===== src/rtl/brkdet_pkg.sv =====
package brkdet_pkg;

  // Zeros needed for a break: start bit + data bits + stop slot.
  function automatic int unsigned brk_run_len(input int unsigned data_bits,
                                              input logic nine,
                                              input logic lin);
    int unsigned len;
    len = 1 + data_bits + 1;
    if (nine) len = len + 1;
    if (lin)  len = len + 1;
    return len;
  endfunction

  // Longest run any mode can ask for.
  function automatic int unsigned brk_max_len(input int unsigned data_bits);
    return data_bits + 4;
  endfunction

endpackage


===== src/rtl/brkdet_thresh.sv =====
module brkdet_thresh
  import brkdet_pkg::*;
#(
  parameter int unsigned DATA_BITS = 8,
  parameter int unsigned CW        = 4
) (
  input  logic          nine_bit,
  input  logic          lin_ext,
  output logic [CW-1:0] thr
);

  localparam int unsigned N_MODES = 4;

  logic [CW-1:0] table_q [N_MODES];

  // One entry per mode combination, index = {nine, lin}.
  for (genvar m = 0; m < N_MODES; m++) begin : g_mode
    localparam logic NINE = m[1];
    localparam logic LIN  = m[0];
    assign table_q[m] = CW'(brk_run_len(DATA_BITS, NINE, LIN));
  end

  always_comb begin
    thr = table_q[{nine_bit, lin_ext}];
  end

endmodule


===== src/rtl/brkdet_run.sv =====
module brkdet_run #(
  parameter int unsigned CW = 4
) (
  input  logic          clk,
  input  logic          rst_n,
  input  logic          bit_valid,
  input  logic          rx_bit,
  input  logic [CW-1:0] thr,
  output logic [CW-1:0] run_cnt,
  output logic          line_high,
  output logic          start_evt,
  output logic          cont_evt,
  output logic          one_evt,
  output logic          hit_evt
);

  logic [CW:0] run_inc;
  logic        zero_evt;
  logic        in_run;

  assign zero_evt  = bit_valid & ~rx_bit;
  assign one_evt   = bit_valid &  rx_bit;
  assign in_run    = (run_cnt != '0);
  assign start_evt = zero_evt & ~in_run & line_high;
  assign cont_evt  = zero_evt &  in_run;
  assign run_inc   = {1'b0, run_cnt} + 1'b1;
  assign hit_evt   = (start_evt | cont_evt) & (run_inc >= {1'b0, thr});

  // Last qualified line value; reset low so a mark must be seen first.
  always_ff @(posedge clk or negedge rst_n) begin
    if (!rst_n)         line_high <= 1'b0;
    else if (bit_valid) line_high <= rx_bit;
  end

  always_ff @(posedge clk or negedge rst_n) begin
    if (!rst_n)                     run_cnt <= '0;
    else if (one_evt || hit_evt)    run_cnt <= '0;
    else if (start_evt || cont_evt) run_cnt <= run_inc[CW-1:0];
  end

endmodule


===== src/rtl/brkdet_flag.sv =====
module brkdet_flag (
  input  logic clk,
  input  logic rst_n,
  input  logic hit_evt,
  input  logic flag_clear,
  output logic brk_pulse,
  output logic brk_flag
);

  always_ff @(posedge clk or negedge rst_n) begin
    if (!rst_n) brk_pulse <= 1'b0;
    else        brk_pulse <= hit_evt;
  end

  // Set has priority over clear so no detection is lost.
  always_ff @(posedge clk or negedge rst_n) begin
    if (!rst_n)          brk_flag <= 1'b0;
    else if (hit_evt)    brk_flag <= 1'b1;
    else if (flag_clear) brk_flag <= 1'b0;
  end

endmodule


===== src/rtl/brkdet_top.sv =====
module brkdet_top
  import brkdet_pkg::*;
#(
  parameter int unsigned DATA_BITS = 8
) (
  input  logic clk,
  input  logic rst_n,
  input  logic rx_bit,
  input  logic bit_valid,
  input  logic nine_bit,
  input  logic lin_ext,
  input  logic flag_clear,
  output logic brk_pulse,
  output logic brk_flag
);

  localparam int unsigned MAX_LEN = brk_max_len(DATA_BITS);
  localparam int unsigned CW      = $clog2(MAX_LEN + 1);

  logic [CW-1:0] thr;
  logic [CW-1:0] run_cnt;
  logic          line_high;
  logic          start_evt;
  logic          cont_evt;
  logic          one_evt;
  logic          hit_evt;

  brkdet_thresh #(.DATA_BITS(DATA_BITS), .CW(CW)) u_thresh (
    .nine_bit (nine_bit),
    .lin_ext  (lin_ext),
    .thr      (thr)
  );

  brkdet_run #(.CW(CW)) u_run (
    .clk       (clk),
    .rst_n     (rst_n),
    .bit_valid (bit_valid),
    .rx_bit    (rx_bit),
    .thr       (thr),
    .run_cnt   (run_cnt),
    .line_high (line_high),
    .start_evt (start_evt),
    .cont_evt  (cont_evt),
    .one_evt   (one_evt),
    .hit_evt   (hit_evt)
  );

  brkdet_flag u_flag (
    .clk        (clk),
    .rst_n      (rst_n),
    .hit_evt    (hit_evt),
    .flag_clear (flag_clear),
    .brk_pulse  (brk_pulse),
    .brk_flag   (brk_flag)
  );

endmodule


===== config.mk =====
export PLATFORM = sky130hd
export DESIGN_NAME = brkdet_top
export DESIGN_NICKNAME = d
export VERILOG_FILES = /design/src/rtl/brkdet_pkg.sv /design/src/rtl/brkdet_thresh.sv /design/src/rtl/brkdet_run.sv /design/src/rtl/brkdet_flag.sv /design/src/rtl/brkdet_top.sv
export SDC_FILE = /design/constraint.sdc
export NUM_CORES = 1
export LEC_CHECK = 0
export CAP_MARGIN = 20
export CORE_AREA = 2 2 39 41
export CTS_BUF_LIST = sky130_fd_sc_hd__clkbuf_4 sky130_fd_sc_hd__clkbuf_8 sky130_fd_sc_hd__clkbuf_16
export CTS_CLUSTER_SIZE = 30
export DETAILED_ROUTE_END_ITERATION = 8
export DIE_AREA = 0 0 41 43
export PLACE_DENSITY = 0.69
export SETUP_SLACK_MARGIN = 0.02
export SLEW_MARGIN = 20
export SYNTH_ARGS = -nofsm -noshare
export SYNTH_HDL_FRONTEND = slang
export SYNTH_SLANG_ARGS = --single-unit

===== constraint.sdc =====
create_clock -name clk -period 3.2 [get_ports clk]
set_input_delay 0.64 -clock clk [delete_from_list [all_inputs] [get_ports clk]]
set_output_delay 0.64 -clock clk [all_outputs]
set_load 0.01 [all_outputs]

# After elaboration in Yosys (flattened, before gate mapping)
# Index checks and enable logic that the tools add are counted.
[classes]
addsub = 1
mul = 0
n_div = 0
n_lt_le_gt_ge = 2
eq_ne = 0
n_shift = 0
muxes = 7
bitwise = 10
n_reduce_logical = 5
[op_table]
columns = ["operator", "n"]
rows = [
  ["$mux W4", 4],
  ["$bmux W4 S2", 1],
  ["$and A1 B1 Y1", 6],
  ["$add A4 B1 Y5 const B", 1],
  ["$ge A5 B4 Y1", 1],
  ["$reduce_bool A2 Y1", 2],
  ["$reduce_bool A4 Y1", 1],
  ["$ge A3 B3 Y1 const B", 1],
  ["$not A2 Y3", 1],
  ["$logic_or A1 B1 Y1", 2],
  ["$mux W1", 2],
  ["$not A1 Y1", 2],
  ["$or A1 B1 Y1", 1],
]
[totals]
regBits = 7
latchBits = 0
mem_bits_rw = 0
rom_bits = 0
in_bits = 7
out_inout_bits = 2
elab_cells = 29
mem_count = 0

# Longest topological paths before layout
# Gate-level depths: netlist (run 1).
[depth]
ltp_word = 8
depth_mapped = 7
depth_no_buf = 7

# Cells and area by module
# Synthesis (run 1) repeated with hierarchy kept, for this count alone.
[hier_totals]
hier_cells = 60
area_unflattened_um2 = 536.8
[modules_own_cells]
columns = ["mod", "instances", "cells_each", "area_each_um2", "seq_area_each_um2"]
rows = [
  ["brkdet_run", 1, 51, 435.4, 125.1],
  ["brkdet_flag", 1, 4, 61.3, 50.0],
  ["brkdet_thresh", 1, 5, 40.0, 0.0],
]

# Least setup slack after synthesis (run 1)
# No wires, ideal clock.
[synth_path]
path_kind = "in2reg"
from = "input nine_bit"
to = "register u_run.run_cnt[1]"
setup_time_ns = 0.120
arrival_time_ns = 1.938
required_time_ns = 3.080
path_slack_ns = 1.142
path_stages = 6
n_path_buf = 0
cell_sequence = "ha_1 > ha_1 > nor2b_1 > o21ai_1 > a22oi_1 > o211a_1"
[synth_via]
elab_chain_len = 8
elab_cells_between_ends = 9
classes_between = "1 x order compare; 4 x mux; 2 x bitwise; 2 x reduce/logical"
[synth_rtl]
columns = ["item", "line", "rtl"]
rows = [
  ["from (decl)", "brkdet_top.sv:10", "input logic nine_bit,"],
  ["$not A2 Y3 (implied by the code) (*)", "brkdet_thresh.sv:24", "thr = table_q[{nine_bit, lin_ext}];"],
  ["$bmux W4 S2 (*)", "brkdet_thresh.sv:24", ""],
  ["$mux W4 (implied by the code) (*) (2 in series)", "brkdet_thresh.sv:24", ""],
  ["$ge A5 B4 Y1 (*)", "brkdet_run.sv:27", "assign hit_evt = (start_evt | cont_evt) & (run_inc >= {1'b0, thr});"],
  ["$and A1 B1 Y1 (*)", "brkdet_run.sv:27", ""],
  ["$logic_or A1 B1 Y1 (*)", "brkdet_run.sv:37", "else if (one_evt || hit_evt) run_cnt <= '0;"],
  ["$mux W4 / $reduce_bool A2 Y1 (equally long branches)", "--", ""],
  ["to (signal assigned)", "brkdet_run.sv:38", "else if (start_evt || cont_evt) run_cnt <= run_inc[CW-1:0];"],
  ["to (decl)", "brkdet_run.sv:9", "output logic [CW-1:0] run_cnt,"],
]
# Mark *: on every way between the ends. The rest lies on a longest branch, timed or not. The select of a mux whose other input is x is not followed.
# A chain may end at the register's enable or synchronous reset.

# Final worst setup path (run 1)
# Same ends and word-level chain as after synthesis.

==> results.md, run 1 <==
Outcome:
- The flow ran to the end, and the final reports show no timing, DRC or antenna violations.

Routing:
- Wires add up to approximately 1.3 mm.
- The via density per instance is roughly 5.6.
- The number of DRC markers after the initial detailed-route iteration is 13.
- The first detailed-routing pass took 4 iterations.
- The count of antenna-violating nets left after detailed routing is 0.
- The routed wire length per instance is 14.3 um.
- The total vias in the final route is 502.
- For this run, design rule violations remaining after detail routing come to 0.

Synthesis:
- The number of nets handed over by synthesis was 77.
- The top-area cell type share of the netlist area is between 30 and 40%.
- The mapped netlist covers roughly 570 um^2.
- The most frequently used flop master after synthesis is dfrtp_1.
- The sequential cell area fraction in the yosys report is 30.8%.
- In the post-synthesis netlist, the biggest area contributors are dfrtp_1 (31%), ha_1 (15%), nand2_1 (4.0%), o21ai_0 (3.5%), a22o_1 (3.1%).
- The biggest area contributor in the post-synthesis netlist is dfrtp_1.
- The proportion of synthesized flip-flops having asynchronous set or reset is 100%.
- During synthesis, Yosys emitted a total of 0 warnings.
- The synthesized design contains 7 register bits.
- The mean cell area of the mapped netlist is 9.02 um^2.
- Counting flops with a built-in enable in the synthesized netlist gives 0.
- Counting instances in the post-synthesis netlist gives the leading cell types as dfrtp_1 (7), ha_1 (7), nand2_1 (6), inv_1 (4), o21ai_0 (4).
- The count of unique library cells instantiated by Yosys is 32.
- Counting every instance in the synthesized netlist gives 63.

Final layout:
- In the final design database the tool counted 88 nets.
- The count of antenna diodes in the layout is 0.
- The final cell area excluding filler cells is 683 um^2.
- The end-of-flow core utilization is roughly half.
- The area growth from synthesis to layout is 20.3%.
- Cells with a size suffix above 1 make up under 10% of the layout.

Global route:
- For this run the aggregate overflow at the end of global routing stands at 0.
- The number of global-route vias before repair is 513.
- The first global-routing pass estimated 2.05 mm of wire.
- Entering global routing, the biggest net connects 12 pins.
- Across every metal layer, demand over resource in global routing totals 17.7%.
- The number of antenna violations at the first check in global routing is 0.

Power and ir drop:
- The power per cell area is just over 500 nW/um^2.
- The maximum vdd drop is 0.000199 V.
- In this run the static leakage power is roughly 0.00032 uW.

STA:
- The worst-case headroom to the max-slew limit is 64.9%.
- The final clock period utilization by the worst path is 78.2%.
- Setup violations remaining at the end of the flow were counted as 0.
- Timing would allow up to ~400 MHz.
- The worst-margin pin slew is 523 ps.
- The time the worst path needs with I/O delays and setup is 2500 ps.
- The total count of max-transition violations in the final report is 0.
- The hold violation total from the final report was 0.
- The post-route clock skew is 4.83 ps.
- Setup repair after global routing left no endpoint under its margin.
- Setup total negative slack on the finished layout was measured at 0 ps.

Critical path:
- Traced cell by cell, the critical path runs through clkdlybuf4s50_1 > ha_1 > ha_1 > nor2b_1 > o21ai_1 > a22oi_1 > o211a_1.
- The critical-path cell with the highest stage delay is clkdlybuf4s50_1.
- The worst setup path is of the input pin to register kind.
- The required time at the endpoint of the critical path is 3340 ps.
- The critical path's largest stage delay is approximately 450 ps.
- The dominant cell type by count on the critical path is ha_1.
- The data arrival at the endpoint of the critical path is 2640 ps.
- The kind of end point of the critical path is a register.
- The maximum net fanout on the critical path is 8.
- The element type at the critical path start is an input pin.

Placement:
- The post-DP HPWL is 991 um.
- Summing all placed instances gives a cell area of 653 um^2.
- During placement, the flow inserted port buffers numbering 8.
- The global placement routability congestion is slightly above 0.8.

Clock tree:
- The post-CTS setup buffer count is 0.
- The clock input transition at the sequential cells of the worst setup and hold paths is 60 ps.
- TritonCTS built the clock tree.
- The clock insertion delay at the later pin of the skew report is around 250 ps.
- CTS built an H-tree with a depth of 1.
- Buffers inserted during clock tree synthesis total 3.
- Clock tree synthesis found a total of 7 sinks.
- The maximum clock path buffer count is 2.
- Post-CTS repair changed the size of 0 cells.
- The cell sitting at the root of the clock tree is a clkbuf_4.
- Hold repair after CTS inserted 0 buffers.

Die:
- The floorplan step defined a core boundary enclosing 1380 um^2.
- The die area is between 1500 and 2000 um^2.
- For this configuration, the core starts out at a cell density of 41.0%.
- The number of placement rows is 14.
- The number of ports placed on the die boundary is 9.
- The height of the die is 43 um.
- The horizontal die dimension is 41 um.

Hold path:
- The path class of the lowest-slack min-delay path is register to register.

Flow run:
- The max-capacitance violation count is 0.
## cells by family (layout without fill, tap and decap cells)
kind of cell             after synthesis  count (layout)  share of synthesized area [%]
AND/OR/NAND/NOR                       23              23                           23.3
flip-flops                             7               7                           30.8
buffers and inverters                  6              16                           5.28
XOR/XNOR                               1               1                           1.54
adder cells (fa/ha/maj)                7               7                           15.4
multiplexers                           1               1                           1.98
AO/OA/AOI/OAI                         18              18                           21.6
## sequential cells by signal (all words and copies together) (netlist names)
name              cells
u_run.line_high       1
u_flag.brk_flag       1
u_flag.brk_pulse      1
u_run.run_cnt         4
## where the power goes
| group | leakage (uW) | total (uW) | switching, uW | internal [uW] |
|---|---|---|---|---|
| combinational | 0.000204 | 142 | 76.9 | 64.8 |
| sequential | 0.0000939 | 116 | 17.1 | 98.7 |
| clock | 0.0000184 | 89.3 | 33.2 | 56.1 |
| total | 0.000317 | 347 | 127 | 220 |
## final timing paths
path                            cells past startpoint  slack (ps)                      endpoint                    startpoint
worst min-delay path                                1         540   u_run.line_high$_DFFE_PN0P_   u_run.line_high$_DFFE_PN0P_
min in group asynchronous                           1         650   u_run.line_high$_DFFE_PN0P_                         rst_n
max in group asynchronous                           1        2310  u_run.run_cnt[1]$_DFFE_PN0P_                         rst_n
worst min register to register                      1         540   u_run.line_high$_DFFE_PN0P_   u_run.line_high$_DFFE_PN0P_
worst max-delay path                                7         700  u_run.run_cnt[1]$_DFFE_PN0P_                      nine_bit
worst max register to register                      7         900  u_run.run_cnt[1]$_DFFE_PN0P_  u_run.run_cnt[0]$_DFFE_PN0P_
## critical path: cells and delay by family
kind                     cells  cell delay, ps
AO/OA/AOI/OAI                3             890
adder cells (fa/ha/maj)      2             610
buffers and inverters        1             450
AND/OR/NAND/NOR              1              50
## final cells by class
| type | instances | area [um^2] |
|---|---|---|
| tap | 16 | 20.0 |
| timing repair buffer | 8 | 80.1 |
| clock buffer | 4 | 30.0 |
| sequential | 7 | 175 |
| multi-input combinational | 50 | 363 |
| inverter | 4 | 15.0 |
| fill | 133 | 701 |
## through the flow
step           hold WS (ps)  setup WS [ps]  power (uW)  cells
6_report                543            697         347     89
3_5_place_dp            537            443         259     85
5_1_grt                 569            585         380     89
2_1_floorplan           344           1140         221     63
4_1_cts                 549            701         350     89
3_3_place_gp            503            596         256     85
## per-layer routing
layer  GRT usage, %  up-vias  share of wire [%]
met5              0        -                  0
met4           6.67        0                1.9
met3           7.85        2                4.0
met2           28.4       12                 51
met1           19.3      238                 43
li1               -      250                  -
## placed cells by master, fill, tap and decap left out, types with 2 or more instances in the layout
| master | instances |
|---|---|
| clkbuf_4 | 4 |
| nor2b_1 | 2 |
| clkdlybuf4s50_1 | 8 |
| o21ai_1 | 2 |
| a22o_1 | 2 |
| inv_1 | 4 |
| nand2_1 | 6 |
| nand2b_1 | 2 |
| a21oi_1 | 2 |
| dfrtp_1 | 7 |
| ha_1 | 7 |
| nand3_1 | 3 |
| o21ai_0 | 4 |
| nor2_1 | 2 |
(Power assumes the default switching activity.)
==> run 2: changes to the inputs <==
- PLACE_DENSITY: 0.69 -> 0.71
- clock period: 3.2 -> 2 ns (I/O delays scaled with it)
==> run 2 against run 1 <==
Cell count rose by 7.9%. First-iteration DRC count rose by 15%. Largest cell class unchanged. Global-route usage rose by 2.4 points. Routed wire length rose by 23%.
==> results.md, run 2 (synthesized netlist as in run 1, its figures left out) <==
Clock tree:
- The number of clock sinks was 7 (unchanged).
- The TritonCTS clock tree is built.
- The clock insertion delay at the later pin of the skew report is 270 ps (+20 ps).
- The maximum clock path buffer count is 2 (unchanged).
- The clock input transition at the sequential cells of the worst setup and hold paths was 70 ps (about the same).
- The H-tree depth was 1 (unchanged).
- The number of buffers inserted during clock tree synthesis is 3 (unchanged).
- The cts-stage hold buffer count is 0 (unchanged).
- The library cell used as clock root buffer is clkbuf_4.

Routing:
- The routed wire length per instance is 16.3 um (+14%).
- The number of DRC markers after the initial detailed-route iteration is 15 (+2).
- The total vias in the final route is 553 (+10%).
- The number of detailed-routing iterations run before antenna repair is 4 (unchanged).
- The met2 wire length is 806 um (+24%).
- The final routed wirelength across all metal layers came to 1.57 mm (+23%).
- The detailed-routed wire length on met3 came to 75 um (+47%).
- The met1 layer wirelength in the final routing is 611 um (+13%).
- The count of antenna-violating nets left after detailed routing is 0 (unchanged).
- The number of DRC violations after detailed routing was 0 (unchanged).
- The via density per instance is 5.76 (+2.1%).
- The highest metal layer used by the detailed router is met4.

Power and ir drop:
- The internal portion of total power was 481 uW (+120%).
- The fraction of power spent switching nets came to 39.1% (+2.4 points).
- The power per cell area came to 937 nW/um^2 (+85%).
- The total leakage power was 0.000369 uW (+17%).
- The share of total power in the clock network is 20.5% (-5.2 points).
- The sequential power share is 22.3% (-11 points).
- The reported net switching power is 308 uW (+140%).
- The total chip power is 789 uW (+130%).
- The combinational cell fraction of total power is 57.3% (+16 points).
- The maximum vdd drop was 0.000484 V (+140%).

Die:
- The height of the die is 43 um (unchanged).
- The number of placement rows was 14 (unchanged).
- The number of ports placed on the die boundary is 9 (unchanged).
- The effective utilization at floorplan came to 41.0% (unchanged).
- The horizontal die dimension is 41 um (unchanged).
- The core outline area is 1380 um^2 (unchanged).
- The die area was 1760 um^2 (unchanged).

Final layout:
- The footprint of the multi-input gates is 463 um^2 (+28%).
- The flip-flop count of the largest register after layout is 4 (unchanged).
- In the layout the commonest cells are clkdlybuf4s50_1 (7), dfrtp_1 (7), buf_4 (6), nand2_1 (5).
- The register name with the most flops is u_run.run_cnt.
- The net total in the final layout is 95 (+8.0%).
- Relative to the synthesized area, the layout overhead comes to 48.2%.
- The fraction of final layout cells sized beyond drive strength 1 is 32.5% (+23 points).
- The sequential cell area is 175 um^2 (unchanged).
- The number of inserted filler cells in the final layout is 106 (-20%).
- The count of antenna diodes in the layout is 0 (unchanged).

STA:
- The post-route clock skew was 10.4 ps (+5.58 ps).
- The summed negative setup slack over all endpoints is 0 ps (unchanged).
- The time the worst path needs with I/O delays and setup is about 1900 ps.
- The worst-margin pin slew is 387 ps (-137 ps).
- Timing would allow up to ~520 MHz.
- The hold violation total from the final report is 0 (unchanged).
- The count of endpoints failing setup in the final report is 0 (unchanged).
- The total count of max-transition violations in the final report is 0 (unchanged).
- The worst-case headroom to the max-slew limit is 74.2% (+9.3 points).
- Dividing the final minimum period by the clock period gives 95.4%.

Critical path:
- The element type at the critical path start is an input pin.
- The data arrival at the endpoint of the critical path is 2060 ps (-580 ps).
- The required time at the endpoint of the critical path is 2160 ps (-1180 ps).
- The critical path is of the input pin to register type.
- The maximum net fanout on the critical path is 7 (-1).
- The kind of end point of the critical path is a register.

Outcome:
- The run finished with clean final reports.

Global route:
- The overall overflow remaining after global route is 0 (unchanged).
- The global-route wire length before repair is 2.31 mm (+13%).
- The number of antenna violations at the first check in global routing is 0 (unchanged).
- The number of global-route vias before repair is 551 (+7.4%).
- The combined global-route utilization of all metal layers is 20.1% (+2.4 points).
- The largest net degree at the start of global routing is 12 (unchanged).

Placement:
- The number of I/O port buffers is 8 (unchanged).
- The post-DP HPWL is 1.02 mm (+3.3%).
- The global placement routability congestion was 0.867 (+6.5%).

Hold path:
- The path class of the lowest-slack min-delay path is input pin to asynchronous set/reset pin.

Flow run:
- The max-capacitance violation count was 0 (unchanged).
[run 2: cell count changes in the layout (fill, tap and decap cells not counted), sizes merged]
| cell | change |
|---|---|
| buf | +7 |
| clkdlybuf4s50 | -1 |
| dlymetal6s2s | +1 |
[run 2: cell type report]
class	count	share of cell area, %
clock buffer	4	3.57
inverter	4	1.78
multi-input combinational	50	55.0
sequential	7	20.8
timing repair buffer	15	16.5
tap	16	2.38
[run 2: critical path, stage by stage]
cell,delay (ps)
clkdlybuf4s50_1,430
ha_1,320
ha_4,280
nor2b_4,40
o21ai_4,220
a22oi_2,140
o211a_1,230
[run 2: per-stage QoR]
| stage | util [%] | worst slack, ps | instances | hold slack [ps] | area [um^2] |
|---|---|---|---|---|---|
| 4_1_cts | 53.1 | 5.74 | 95 | 410 | 734 |
| 5_1_grt | 60.8 | -7.61 | 96 | 430 | 842 |
| 6_report | 60.8 | 91.5 | 96 | 386 | 842 |
| 3_5_place_dp | 50.7 | -316 | 91 | 506 | 702 |
| 2_1_floorplan | - | 85.2 | 63 | 104 | 572 |
| 3_3_place_gp | 50.7 | -243 | 91 | 497 | 702 |
[run 2: per-layer routing]
layer,GRT usage [%],vias up
li1,-,264
met1,24.3,255
met2,29.1,25
met3,4.71,9
met4,15.3,0
met5,0,-
[run 2: timing repair]
action                     CTS  global route
setup buffers                0             1
resized for setup            1            16
pin swaps                    0             7
setup endpoints to repair    2             5
[run 2: power by group through the flow]
stage	clock [uW]	sequential (uW)	combinational [uW]
2_1_floorplan	0	176	185
3_3_place_gp	0	176	289
3_5_place_dp	0	177	293
4_1_cts	159	175	298
5_1_grt	169	178	494
6_report	161	176	452
[run 2: final timing paths]
| check | from | end | slack, ps | cells past startpoint |
|---|---|---|---|---|
| max in group asynchronous | rst_n | u_flag.brk_pulse$_DFF_PN0_ | 1360 | 1 |
| hold reg to reg | u_flag.brk_flag$_DFFE_PN0P_ | u_flag.brk_flag$_DFFE_PN0P_ | 510 | 2 |
| min in group clk | u_flag.brk_flag$_DFFE_PN0P_ | u_flag.brk_flag$_DFFE_PN0P_ | 510 | 2 |
| setup / recovery | nine_bit | u_run.run_cnt[1]$_DFFE_PN0P_ | 90 | 7 |
| setup reg to reg | u_run.run_cnt[1]$_DFFE_PN0P_ | u_run.run_cnt[3]$_DFFE_PN0P_ | 110 | 8 |
| hold / removal | rst_n | u_run.run_cnt[2]$_DFFE_PN0P_ | 390 | 1 |
==> run 3: changes to the inputs <==
- HOLD_SLACK_MARGIN: not set -> 0.15
- SKIP_CTS_REPAIR_TIMING: not set -> 1
==> run 3 against run 2 <==
Final area fell by 1.2%. Setup slack got worse by 25 ps. Critical path depth rose by 1. Core utilization fell by 0.72 points. Register-to-register slack got worse by 20 ps. Via count rose by 2.0%. Clock skew fell by 0.94 ps. Flip-flop and latch count did not move. Largest power group unchanged.
==> results.md, run 3 (synthesized netlist as in run 1, its figures left out) <==
Outcome:
- The flow ran to the end, and the final reports show no timing, DRC or antenna violations.

STA:
- The smallest setup slack after layout was 66.2 ps (-25.3 ps).
- The final clock period utilization by the worst path was 96.7% (+1.3 points).
- The worst-case headroom to the max-slew limit is 77.2% (+3.0 points).
- The time the worst path needs with I/O delays and setup was 1930 ps (+25.3 ps).
- The worst hold margin is 388 ps (+2.82 ps).
- The hold violation total from the final report is 0 (unchanged).
- The total count of max-transition violations in the final report is 0 (unchanged).
- The count of endpoints failing setup in the final report is 0 (unchanged).
- The worst-margin pin slew came to 341 ps (-45.7 ps).
- The fmax is 517 MHz (-1.3%).
- The post-route clock skew is 9.46 ps (-0.945 ps).

Placement:
- The global placement routability congestion is 0.867 (unchanged).
- The total cell area at the placement stage is 702 um^2 (unchanged).
- The worst-case setup slack after placement was -316 ps (unchanged).
- The number of I/O port buffers is 8 (unchanged).
- The post-DP HPWL is 1.02 mm (unchanged).

Routing:
- The via density per instance is 5.94 (+3.1%).
- The routed wire length per instance is 16.2 um (-0.56%).
- The number of detailed-routing iterations run before antenna repair is 5 (+1).
- The number of DRC markers after the initial detailed-route iteration is 11 (-4).
- The number of DRC violations after detailed routing is 0 (unchanged).
- The count of antenna-violating nets left after detailed routing is 0 (unchanged).
- The final routed wirelength across all metal layers is 1.54 mm (-1.6%).
- The total vias in the final route is 564 (+2.0%).

Die:
- The effective utilization at floorplan came to 41.0% (unchanged).
- The number of placement rows was 14 (unchanged).
- The core outline area came to 1380 um^2 (unchanged).
- The height of the die came to 43 um (unchanged).
- The die area is 1760 um^2 (unchanged).
- The number of ports placed on the die boundary is 9 (unchanged).
- The horizontal die dimension is 41 um (unchanged).

Power and ir drop:
- The total chip power is 786 uW (-0.44%).
- The total leakage power was 0.000364 uW (-1.3%).
- The maximum vdd drop is 0.000390 V (-19%).
- The power per cell area is 944 nW/um^2 (+0.76%).

Critical path:
- The data arrival at the endpoint of the critical path is 2110 ps (+50 ps).
- Walking the worst path, the cells encountered are clkdlybuf4s50_1 > ha_1 > ha_4 > nor2b_4 > o21ai_4 > buf_6 > nand3_1 > a31oi_1.
- STA classifies the critical path endpoint as a register.
- The required time at the endpoint of the critical path is 2170 ps (about the same).
- The buffer and inverter count on the worst path is 2 (+1).
- The maximum net fanout on the critical path is 7 (unchanged).
- The slowest stage of the critical path is the clkdlybuf4s50_1 cell.
- The family with the most delay on the worst path is adder cells.
- The setup path with the least slack is of type input pin to register.
- The critical path's largest stage delay came to 430 ps (about the same).
- STA classifies the critical path startpoint as an input pin.

Clock tree:
- The clock input transition at the sequential cells of the worst setup and hold paths is 70 ps (about the same).
- The number of clock sinks came to 7 (unchanged).
- TritonCTS built the clock tree.
- CTS placed an instance of clkbuf_4 at the clock tree root.
- The maximum clock path buffer count is 2 (unchanged).
- The H-tree depth is 1 (unchanged).
- The number of buffers inserted during clock tree synthesis is 3 (unchanged).
- The clock insertion delay at the later pin of the skew report came to 270 ps (about the same).

Final layout:
- The final cell area excluding filler cells is 832 um^2 (-1.2%).
- Leaving out fill and tap cells, the most frequent cells in the layout are clkdlybuf4s50_1 (7), dfrtp_1 (7), nand2_1 (5), buf_4 (5).
- The net total in the final layout is 94 (-1.1%).
- The count of antenna diodes in the layout is 0 (unchanged).
- The fraction of final layout cells sized beyond drive strength 1 was 31.6% (-0.85 points).
- The register name with the most flops is u_run.run_cnt.
- The end-of-flow core utilization was 60.1% (-0.72 points).
- The flip-flop count of the largest register after layout came to 4 (unchanged).
- The area growth from synthesis to layout is 46.5%.

Global route:
- The number of antenna violations at the first check in global routing is 0 (unchanged).
- The global-route wire length before repair is 2.31 mm (unchanged).
- The combined global-route utilization of all metal layers is 20.1% (unchanged).
- The largest net degree at the start of global routing is 12 (unchanged).
- The number of global-route vias before repair was 550 (-0.18%).
- The overall overflow remaining after global route came to 0 (unchanged).

Flow run:
- The max-capacitance violation count was 0 (unchanged).

Hold path:
- The path class of the lowest-slack min-delay path is input pin to asynchronous set/reset pin.
==> run 3: routing by layer <==
metal	share of wire [%]	GRT usage (%)	routed length, um	up-vias
li1	-	-	-	262
met1	40	24.3	614	271
met2	52	29.1	794	22
met3	4.9	4.71	76	9
met4	3.6	15.3	56	0
met5	0	0	0	-
==> run 3: worst paths after layout <==
check | startpoint | end | slack [ps] | cells past startpoint
hold / removal | rst_n | u_run.run_cnt[2]$_DFFE_PN0P_ | 390 | 1
setup / recovery | nine_bit | u_flag.brk_pulse$_DFF_PN0_ | 70 | 8
min in group clk | u_flag.brk_flag$_DFFE_PN0P_ | u_flag.brk_flag$_DFFE_PN0P_ | 510 | 2
setup reg to reg | u_run.run_cnt[1]$_DFFE_PN0P_ | u_flag.brk_pulse$_DFF_PN0_ | 90 | 8
hold reg to reg | u_flag.brk_flag$_DFFE_PN0P_ | u_flag.brk_flag$_DFFE_PN0P_ | 510 | 2
max in group asynchronous | rst_n | u_run.run_cnt[1]$_DFFE_PN0P_ | 1350 | 1
==> run 3: cell type report <==
cell class | instances | area (um^2)
sequential | 7 | 175
fill | 112 | 552
timing repair buffer | 14 | 131
tap | 16 | 20.0
multi-input combinational | 50 | 460
inverter | 4 | 15.0
clock buffer | 4 | 30.0
==> run 3: per-stage QoR <==
step	setup TNS (ps)	cells
after floorplan	0	63
after global placement	-1080	91
after detailed placement	-1370	91
after CTS	-33.2	95
after global routing	-3.58	95
final	0	95
==> run 3: where the power goes <==
part	switching [uW]	total (uW)	internal, uW	leakage (uW)
combinational	214	449	235	0.000252
clock	70.3	161	90.7	0.0000184
sequential	17.7	176	158	0.0000939
